<file path="src/rtl/dgc_pkg.sv">
package dgc_pkg;
  // Blocking reasons; numeric order is also the check priority.
  typedef enum logic [2:0] {
    CZ_NONE  = 3'd0,
    CZ_GROUP = 3'd1,
    CZ_ROB   = 3'd2,
    CZ_TMP   = 3'd3,
    CZ_SCHED = 3'd4,
    CZ_LQ    = 3'd5,
    CZ_SQ    = 3'd6
  } stall_e;

  localparam int NUM_CAUSES = 6;
endpackage

</file>
<file path="src/rtl/dgc_credit.sv">
module dgc_credit #(
  parameter int CAP   = 8,
  parameter int CRD_W = 8
) (
  input  logic             clk,
  input  logic             rst,
  input  logic [CRD_W-1:0] take,
  input  logic [CRD_W-1:0] give,
  output logic [CRD_W-1:0] avail
);
  generate
    if (CAP == 0) begin : g_unlimited
      logic unused_ok;
      assign unused_ok = ^{clk, rst, take, give};
      assign avail = '0;
    end else begin : g_counted
      logic [CRD_W-1:0] cnt_q;
      always_ff @(posedge clk) begin
        if (rst) cnt_q <= CRD_W'(CAP);
        else     cnt_q <= cnt_q - take + give;
      end
      assign avail = cnt_q;
    end
  endgenerate
endmodule

</file>
<file path="src/rtl/dgc_admit.sv">
module dgc_admit import dgc_pkg::*; #(
  parameter int W       = 2,
  parameter int NSCHED  = 3,
  parameter int SID_W   = 2,
  parameter int UOP_W   = 2,
  parameter int DST_W   = 2,
  parameter int CRD_W   = 8,
  parameter int SUM_W   = 12,
  parameter bit TMP_UNL = 1'b0,
  parameter bit LQ_UNL  = 1'b0,
  parameter bit SQ_UNL  = 1'b0
) (
  input  logic [W-1:0]                  valid,
  input  logic [W-1:0][UOP_W-1:0]       uops,
  input  logic [W-1:0][SID_W-1:0]       sid,
  input  logic [W-1:0][DST_W-1:0]       dst,
  input  logic [W-1:0]                  zlat,
  input  logic [W-1:0]                  ld,
  input  logic [W-1:0]                  st,
  input  logic [W-1:0]                  solo,
  input  logic [CRD_W-1:0]              rob_avail,
  input  logic [CRD_W-1:0]              tmp_avail,
  input  logic [CRD_W-1:0]              lq_avail,
  input  logic [CRD_W-1:0]              sq_avail,
  input  logic [NSCHED-1:0][CRD_W-1:0]  sch_avail,
  output logic [W-1:0]                  mask,
  output stall_e                        cause,
  output logic [CRD_W-1:0]              rob_use,
  output logic [CRD_W-1:0]              tmp_use,
  output logic [CRD_W-1:0]              lq_use,
  output logic [CRD_W-1:0]              sq_use,
  output logic [NSCHED-1:0][CRD_W-1:0]  sch_use
);
  logic [SUM_W-1:0]             rob_s, tmp_s, lq_s, sq_s;
  logic [NSCHED-1:0][SUM_W-1:0] sch_s;
  logic                         go, sch_bad;
  stall_e                       why;

  // Running sums over slots; a slot is judged against the sum up to itself.
  always_comb begin
    rob_s = '0; tmp_s = '0; lq_s = '0; sq_s = '0; sch_s = '0;
    rob_use = '0; tmp_use = '0; lq_use = '0; sq_use = '0; sch_use = '0;
    mask = '0; cause = CZ_NONE; go = 1'b1; sch_bad = 1'b0; why = CZ_NONE;
    for (int i = 0; i < W; i++) begin
      rob_s = rob_s + SUM_W'(uops[i]);
      tmp_s = tmp_s + SUM_W'(dst[i]);
      lq_s  = lq_s + SUM_W'(ld[i]);
      sq_s  = sq_s + SUM_W'(st[i]);
      sch_bad = 1'b0;
      for (int k = 0; k < NSCHED; k++) begin
        if (!zlat[i] && sid[i] == SID_W'(k)) begin
          sch_s[k] = sch_s[k] + SUM_W'(1);
          if (sch_s[k] > SUM_W'(sch_avail[k])) sch_bad = 1'b1;
        end
      end
      if (i > 0 && (solo[i] || solo[0]))                    why = CZ_GROUP;
      else if (rob_s > SUM_W'(rob_avail))                   why = CZ_ROB;
      else if (!TMP_UNL && tmp_s > SUM_W'(tmp_avail))       why = CZ_TMP;
      else if (sch_bad)                                     why = CZ_SCHED;
      else if (!LQ_UNL && ld[i] && lq_s > SUM_W'(lq_avail)) why = CZ_LQ;
      else if (!SQ_UNL && st[i] && sq_s > SUM_W'(sq_avail)) why = CZ_SQ;
      else                                                  why = CZ_NONE;
      if (go && valid[i]) begin
        if (why == CZ_NONE) begin
          mask[i] = 1'b1;
          rob_use = CRD_W'(rob_s);
          tmp_use = CRD_W'(tmp_s);
          lq_use  = CRD_W'(lq_s);
          sq_use  = CRD_W'(sq_s);
          for (int k = 0; k < NSCHED; k++) sch_use[k] = CRD_W'(sch_s[k]);
        end else begin
          cause = why;
          go    = 1'b0;
        end
      end else begin
        go = 1'b0;
      end
    end
  end
endmodule

</file>
<file path="src/rtl/dgc_stats.sv">
module dgc_stats import dgc_pkg::*; #(
  parameter int W     = 2,
  parameter int CNT_W = 16,
  parameter int AW    = 2
) (
  input  logic                            clk,
  input  logic                            rst,
  input  logic [W-1:0]                    mask,
  input  stall_e                          cause,
  output logic [NUM_CAUSES-1:0][CNT_W-1:0] stall_q,
  output logic [W:0][CNT_W-1:0]           hist_q
);
  logic [AW-1:0] ndisp;
  assign ndisp = AW'($countones(mask));

  always_ff @(posedge clk) begin
    if (rst) begin
      stall_q <= '0;
      hist_q  <= '0;
    end else begin
      for (int c = 0; c < NUM_CAUSES; c++)
        if (cause == stall_e'(c + 1)) stall_q[c] <= stall_q[c] + CNT_W'(1);
      for (int b = 0; b <= W; b++)
        if (ndisp == AW'(b)) hist_q[b] <= hist_q[b] + CNT_W'(1);
    end
  end
endmodule

</file>
<file path="src/rtl/dgc_dispatch_ctrl.sv">
module dgc_dispatch_ctrl import dgc_pkg::*; #(
  parameter int ISSUE_W     = 2,
  parameter int DISP_W      = ISSUE_W,
  parameter int NSCHED      = 3,
  parameter int SCHED_DEPTH = 4,
  parameter int ROB_SIZE    = 8,
  parameter int TMP_SIZE    = 6,
  parameter int LQ_SIZE     = 2,
  parameter int SQ_SIZE     = 2,
  parameter int UOP_W       = 2,
  parameter int DST_W       = 2,
  parameter int SID_W       = (NSCHED > 1) ? $clog2(NSCHED) : 1,
  parameter int CRD_W       = 8,
  parameter int CNT_W       = 16
) (
  input  logic                             clk,
  input  logic                             rst,
  input  logic [DISP_W-1:0]                in_valid,
  input  logic [DISP_W-1:0][UOP_W-1:0]     in_uops,
  input  logic [DISP_W-1:0][SID_W-1:0]     in_sid,
  input  logic [DISP_W-1:0][DST_W-1:0]     in_dst,
  input  logic [DISP_W-1:0]                in_zlat,
  input  logic [DISP_W-1:0]                in_load,
  input  logic [DISP_W-1:0]                in_store,
  input  logic [DISP_W-1:0]                in_solo,
  input  logic [CRD_W-1:0]                 rob_release,
  input  logic [CRD_W-1:0]                 tmp_release,
  input  logic [CRD_W-1:0]                 lq_release,
  input  logic [CRD_W-1:0]                 sq_release,
  input  logic [NSCHED-1:0][CRD_W-1:0]     sch_release,
  output logic [$clog2(DISP_W+1)-1:0]      accept_cnt,
  output logic [DISP_W-1:0]                disp_valid,
  output logic [CNT_W-1:0]                 stall_rob,
  output logic [CNT_W-1:0]                 stall_tmp,
  output logic [CNT_W-1:0]                 stall_sched,
  output logic [CNT_W-1:0]                 stall_lq,
  output logic [CNT_W-1:0]                 stall_sq,
  output logic [CNT_W-1:0]                 stall_group,
  output logic [DISP_W:0][CNT_W-1:0]       disp_hist
);
  localparam int AW    = $clog2(DISP_W + 1);
  localparam int SUM_W = CRD_W + UOP_W + AW;

  logic [CRD_W-1:0]                rob_avail, tmp_avail, lq_avail, sq_avail;
  logic [CRD_W-1:0]                rob_use, tmp_use, lq_use, sq_use;
  logic [NSCHED-1:0][CRD_W-1:0]    sch_avail, sch_use;
  logic [DISP_W-1:0]               acc_mask;
  stall_e                          cause;
  logic [NUM_CAUSES-1:0][CNT_W-1:0] stall_q;

  dgc_credit #(.CAP(ROB_SIZE), .CRD_W(CRD_W)) u_rob (
    .clk(clk), .rst(rst), .take(rob_use), .give(rob_release), .avail(rob_avail));
  dgc_credit #(.CAP(TMP_SIZE), .CRD_W(CRD_W)) u_tmp (
    .clk(clk), .rst(rst), .take(tmp_use), .give(tmp_release), .avail(tmp_avail));
  dgc_credit #(.CAP(LQ_SIZE), .CRD_W(CRD_W)) u_lq (
    .clk(clk), .rst(rst), .take(lq_use), .give(lq_release), .avail(lq_avail));
  dgc_credit #(.CAP(SQ_SIZE), .CRD_W(CRD_W)) u_sq (
    .clk(clk), .rst(rst), .take(sq_use), .give(sq_release), .avail(sq_avail));

  generate
    for (genvar k = 0; k < NSCHED; k++) begin : g_sched
      dgc_credit #(.CAP(SCHED_DEPTH), .CRD_W(CRD_W)) u_sch (
        .clk(clk), .rst(rst), .take(sch_use[k]), .give(sch_release[k]),
        .avail(sch_avail[k]));
    end
  endgenerate

  dgc_admit #(
    .W(DISP_W), .NSCHED(NSCHED), .SID_W(SID_W), .UOP_W(UOP_W), .DST_W(DST_W),
    .CRD_W(CRD_W), .SUM_W(SUM_W),
    .TMP_UNL(TMP_SIZE == 0), .LQ_UNL(LQ_SIZE == 0), .SQ_UNL(SQ_SIZE == 0)
  ) u_admit (
    .valid(in_valid), .uops(in_uops), .sid(in_sid), .dst(in_dst),
    .zlat(in_zlat), .ld(in_load), .st(in_store), .solo(in_solo),
    .rob_avail(rob_avail), .tmp_avail(tmp_avail), .lq_avail(lq_avail),
    .sq_avail(sq_avail), .sch_avail(sch_avail),
    .mask(acc_mask), .cause(cause),
    .rob_use(rob_use), .tmp_use(tmp_use), .lq_use(lq_use), .sq_use(sq_use),
    .sch_use(sch_use)
  );

  dgc_stats #(.W(DISP_W), .CNT_W(CNT_W), .AW(AW)) u_stats (
    .clk(clk), .rst(rst), .mask(acc_mask), .cause(cause),
    .stall_q(stall_q), .hist_q(disp_hist));

  assign accept_cnt  = AW'($countones(acc_mask));
  assign stall_group = stall_q[0];
  assign stall_rob   = stall_q[1];
  assign stall_tmp   = stall_q[2];
  assign stall_sched = stall_q[3];
  assign stall_lq    = stall_q[4];
  assign stall_sq    = stall_q[5];

  always_ff @(posedge clk) begin
    if (rst) disp_valid <= '0;
    else     disp_valid <= acc_mask;
  end
endmodule

</file>
<file path="config.mk">
export PLATFORM = sky130hd
export DESIGN_NAME = dgc_dispatch_ctrl
export DESIGN_NICKNAME = d
export VERILOG_FILES = /design/src/rtl/dgc_pkg.sv /design/src/rtl/dgc_credit.sv /design/src/rtl/dgc_admit.sv /design/src/rtl/dgc_stats.sv /design/src/rtl/dgc_dispatch_ctrl.sv
export SDC_FILE = /design/constraint.sdc
export NUM_CORES = 1
export LEC_CHECK = 0
export ABC_AREA = 1
export CORE_ASPECT_RATIO = 0.6
export CORE_MARGIN = 5
export CORE_UTILIZATION = 55
export CTS_BUF_LIST = sky130_fd_sc_hd__clkbuf_4
export DETAILED_ROUTE_END_ITERATION = 8
export DONT_BUFFER_PORTS = 1
export PLACE_DENSITY = 0.7
export SLEW_MARGIN = 20
export SYNTH_ARGS = -nofsm -noshare
export SYNTH_HDL_FRONTEND = slang
export SYNTH_HIERARCHICAL = 1
export SYNTH_SLANG_ARGS = --single-unit
</file>
<file path="constraint.sdc">
create_clock -name clk -period 5.3 [get_ports clk]
set_clock_uncertainty 0.2 [all_clocks]
set_input_delay 0.795 -clock clk [delete_from_list [all_inputs] [get_ports clk]]
set_output_delay 0.795 -clock clk [all_outputs]
set_load 0.03 [all_outputs]
</file>
==> out/metrics.yaml <==
setup_path:
  worstPathRequired_ns: 4.30
  cp-start-kind: "input pin"
  r2r-start: "u_rob/avail[1]"
  critPathKind: "in2out"
  end_kind: "primary output"
  crit_fanout: 17
  reg2reg_depth: 19
  arrival_ns: 3.62
  crit_start: "in_dst[0]"
clock_network:
  cts_buffers: 51
  cts_tree: "built"
  clkTransAtPathRegs_ns: 0.06
  clock_latency_ns: 0.64
  cts_setup_buffers: 0
  cts-root-buf: "clkbuf_4"
  cts_buffer_depth: 3
  clock_sinks: 202
  htree_levels: 2
final_layout:
  layout-drive-gt1-share_pct: 8.16
  num-nets-final: 2449
  final_util_pct: 58.9
  syn_to_final_growth_pct: 6.26
timing:
  setup_violations: 0
  worstMarginPinSlew_ns: 0.888
  drv_slew: 0
  rsz0062_at_grt: "no"
  finalCriticalPeriod_ns: 4.62
  fin_tns_setup_ns: 0
  maxSlewHeadroom_pct: 40.8
  fmax_mhz: 216
  hold_viol_final: 0
  period_share_pct: 87.2
synth:
  ys_types: 49
  synthTopCellsByCount: "inv_1, nand2_1, nor2_1, dfxtp_1, a21oi_1"
  synth-main-ff-cell: "dfxtp_1"
  synth_top_area_share_pct: 27.9
  avgSynthCellArea_um2: 6.64
  ys_warn_count: 6
  syn_area_um2: 14500
  synth.area.top_cells: "dfxtp_1, inv_1, nand2_1"
  ys_async_sr_fraction_pct: 0
  synth_cells: 2186
  synth_largest_area_cell: "dfxtp_1"
  seq_area_frac_synth_pct: 27.9
  yosysMostFrequentCell: "inv_1"
  synth_seq_cells: 202
  synth_edf_count: 0
floorplanning:
  rows: 46
  die_height_um: 136
  core_area_um2: 26200
  start_util_pct: 55.4
  fp.dieArea_um2: 29900
  die_w_um: 220
  ios: 228
grt:
  met3_usage_pct: 5.76
  grt.total_usage_pct: 23.5
  grt_antenna_before_repair: 2
  busiest_layer: "met1"
  grt_start_max_net_pins: 57
  use_met2_pct: 34.2
  overflow: 0
  grt_pass1_wl_mm: 57.8
  globalRouteMet1Util_pct: 34.6
  grt_pass1_vias: 11727
detailed_routing:
  wl_mm: 36.0
  viasPerCell: 4.92
  drc: 0
  drt-pass1-iter-count: 5
  drtIter0Drc: 1050
  drtAntennaViolNets: 0
  detail_route.wl_per_cell_um: 13.7
  num_vias: 12862
place:
  gp_congestion: 0.882
  hpwl_mm: 27.7
  place.port_buffers: 0
min_path:
  hold_class: "in2reg"
  min_path_cells: 2
  min-delay-start: "rst"
power_and_ir_drop:
  vdd_drop_max_mv: 0.276
  p_leak_uw: 0.00783
  power_density_nw_per_um2: 399
  p_total_uw: 6150
status:
  status: "finished clean"
run:
  cap_violations: 0
## critical path, cell delays in order
cell     delay [ns]
ha_1           0.21
fa_1           0.46
ha_1           0.31
nand2_1        0.07
nand2_1        0.05
nand2_1        0.06
nand2_1        0.06
nand2_1        0.12
nand2_1        0.10
a21oi_4        0.33
nand3_4        0.42
inv_2          0.22
ha_1           0.40
## metal layers
metal / up-vias / wire length [um]
met5: - / 0
met2: 408 / 14600
met4: 0 / 841
met1: 5691 / 17500
li1: 6714 / -
met3: 49 / 2950
## logic make-up after synthesis
family,count (synthesis),synth area share [%]
fa+ha+maj,146,15.2
buf+inv,579,16.3
simple gates,1009,30.7
compound gates,227,8.55
xor+xnor,22,1.33
other cells,1,0.0258
flops,202,27.9
## timing repair
action,CTS,global route
gates resized for setup,0,0
endpoints found under the hold margin,56,0
hold buffers,2,0
## metrics by stage
stage / cell area [um2] / std cells / worst slack (ns) / hold WS (ns)
2_1_floorplan: 14700 / 2225 / 0.822 / 0.392
6_report: 15400 / 2616 / 0.681 / 0.107
4_1_cts: 15400 / 2614 / 0.670 / 0.0232
5_1_grt: 15400 / 2616 / 0.439 / 0.0340
3_5_place_dp: 14700 / 2528 / 0.331 / 0.432
3_3_place_gp: 14700 / 2528 / 0.421 / 0.424
## layout make-up
class | count | area (um2)
Fill cell | 2542 | 10800
Multi-Input combinational cell | 1444 | 8260
Sequential cell | 202 | 4040
Inverter | 519 | 1970
Clock buffer | 72 | 541
Tap cell | 360 | 450
Clock inverter | 12 | 97.6
Timing Repair Buffer | 5 | 60.1
Antenna cell | 2 | 5.00
## placed cells by master, fill, tap and decap left out, types with 10 or more instances in the layout
master and instances:
ha_1 95, a21oi_1 117, nand2_2 14, conb_1 40, inv_2 19, clkinv_1 13, o21ai_0 65, nor2_2 15
nand2_1 461, nand3b_1 13, nand3_1 97, nand4_1 43, fa_1 51, nor3_1 27, clkbuf_4 72, nor2_4 10
inv_1 491, dfxtp_1 202, nor2_1 288, xor2_1 13
## final timing paths
check | endpoint | slack (ns)
worst max-delay path | accept_cnt[1] | 0.68
worst min-delay path | g_sched[1].u_sch/avail[2] | 0.11
worst min register to register | u_stats/hist_q[47] | 0.44
worst max register to register | u_tmp/avail[4] | 0.89
## state kept, by name, summed over array words and instances (netlist names)
signal,count
disp_valid,2
g_sched.u_sch/avail,24
u_lq/avail,8
u_rob/avail,8
u_sq/avail,8
u_stats/hist_q,48
u_stats/stall_q,96
u_tmp/avail,8
## where the power goes
part / total, uW / leakage, uW / switching, uW / internal [uW]
clock network: 1370 / 0.000375 / 656 / 715
registers: 1900 / 0.00164 / 187 / 1720
logic: 2880 / 0.00581 / 1750 / 1130
Note: power is estimated with default switching activity, not from simulation.
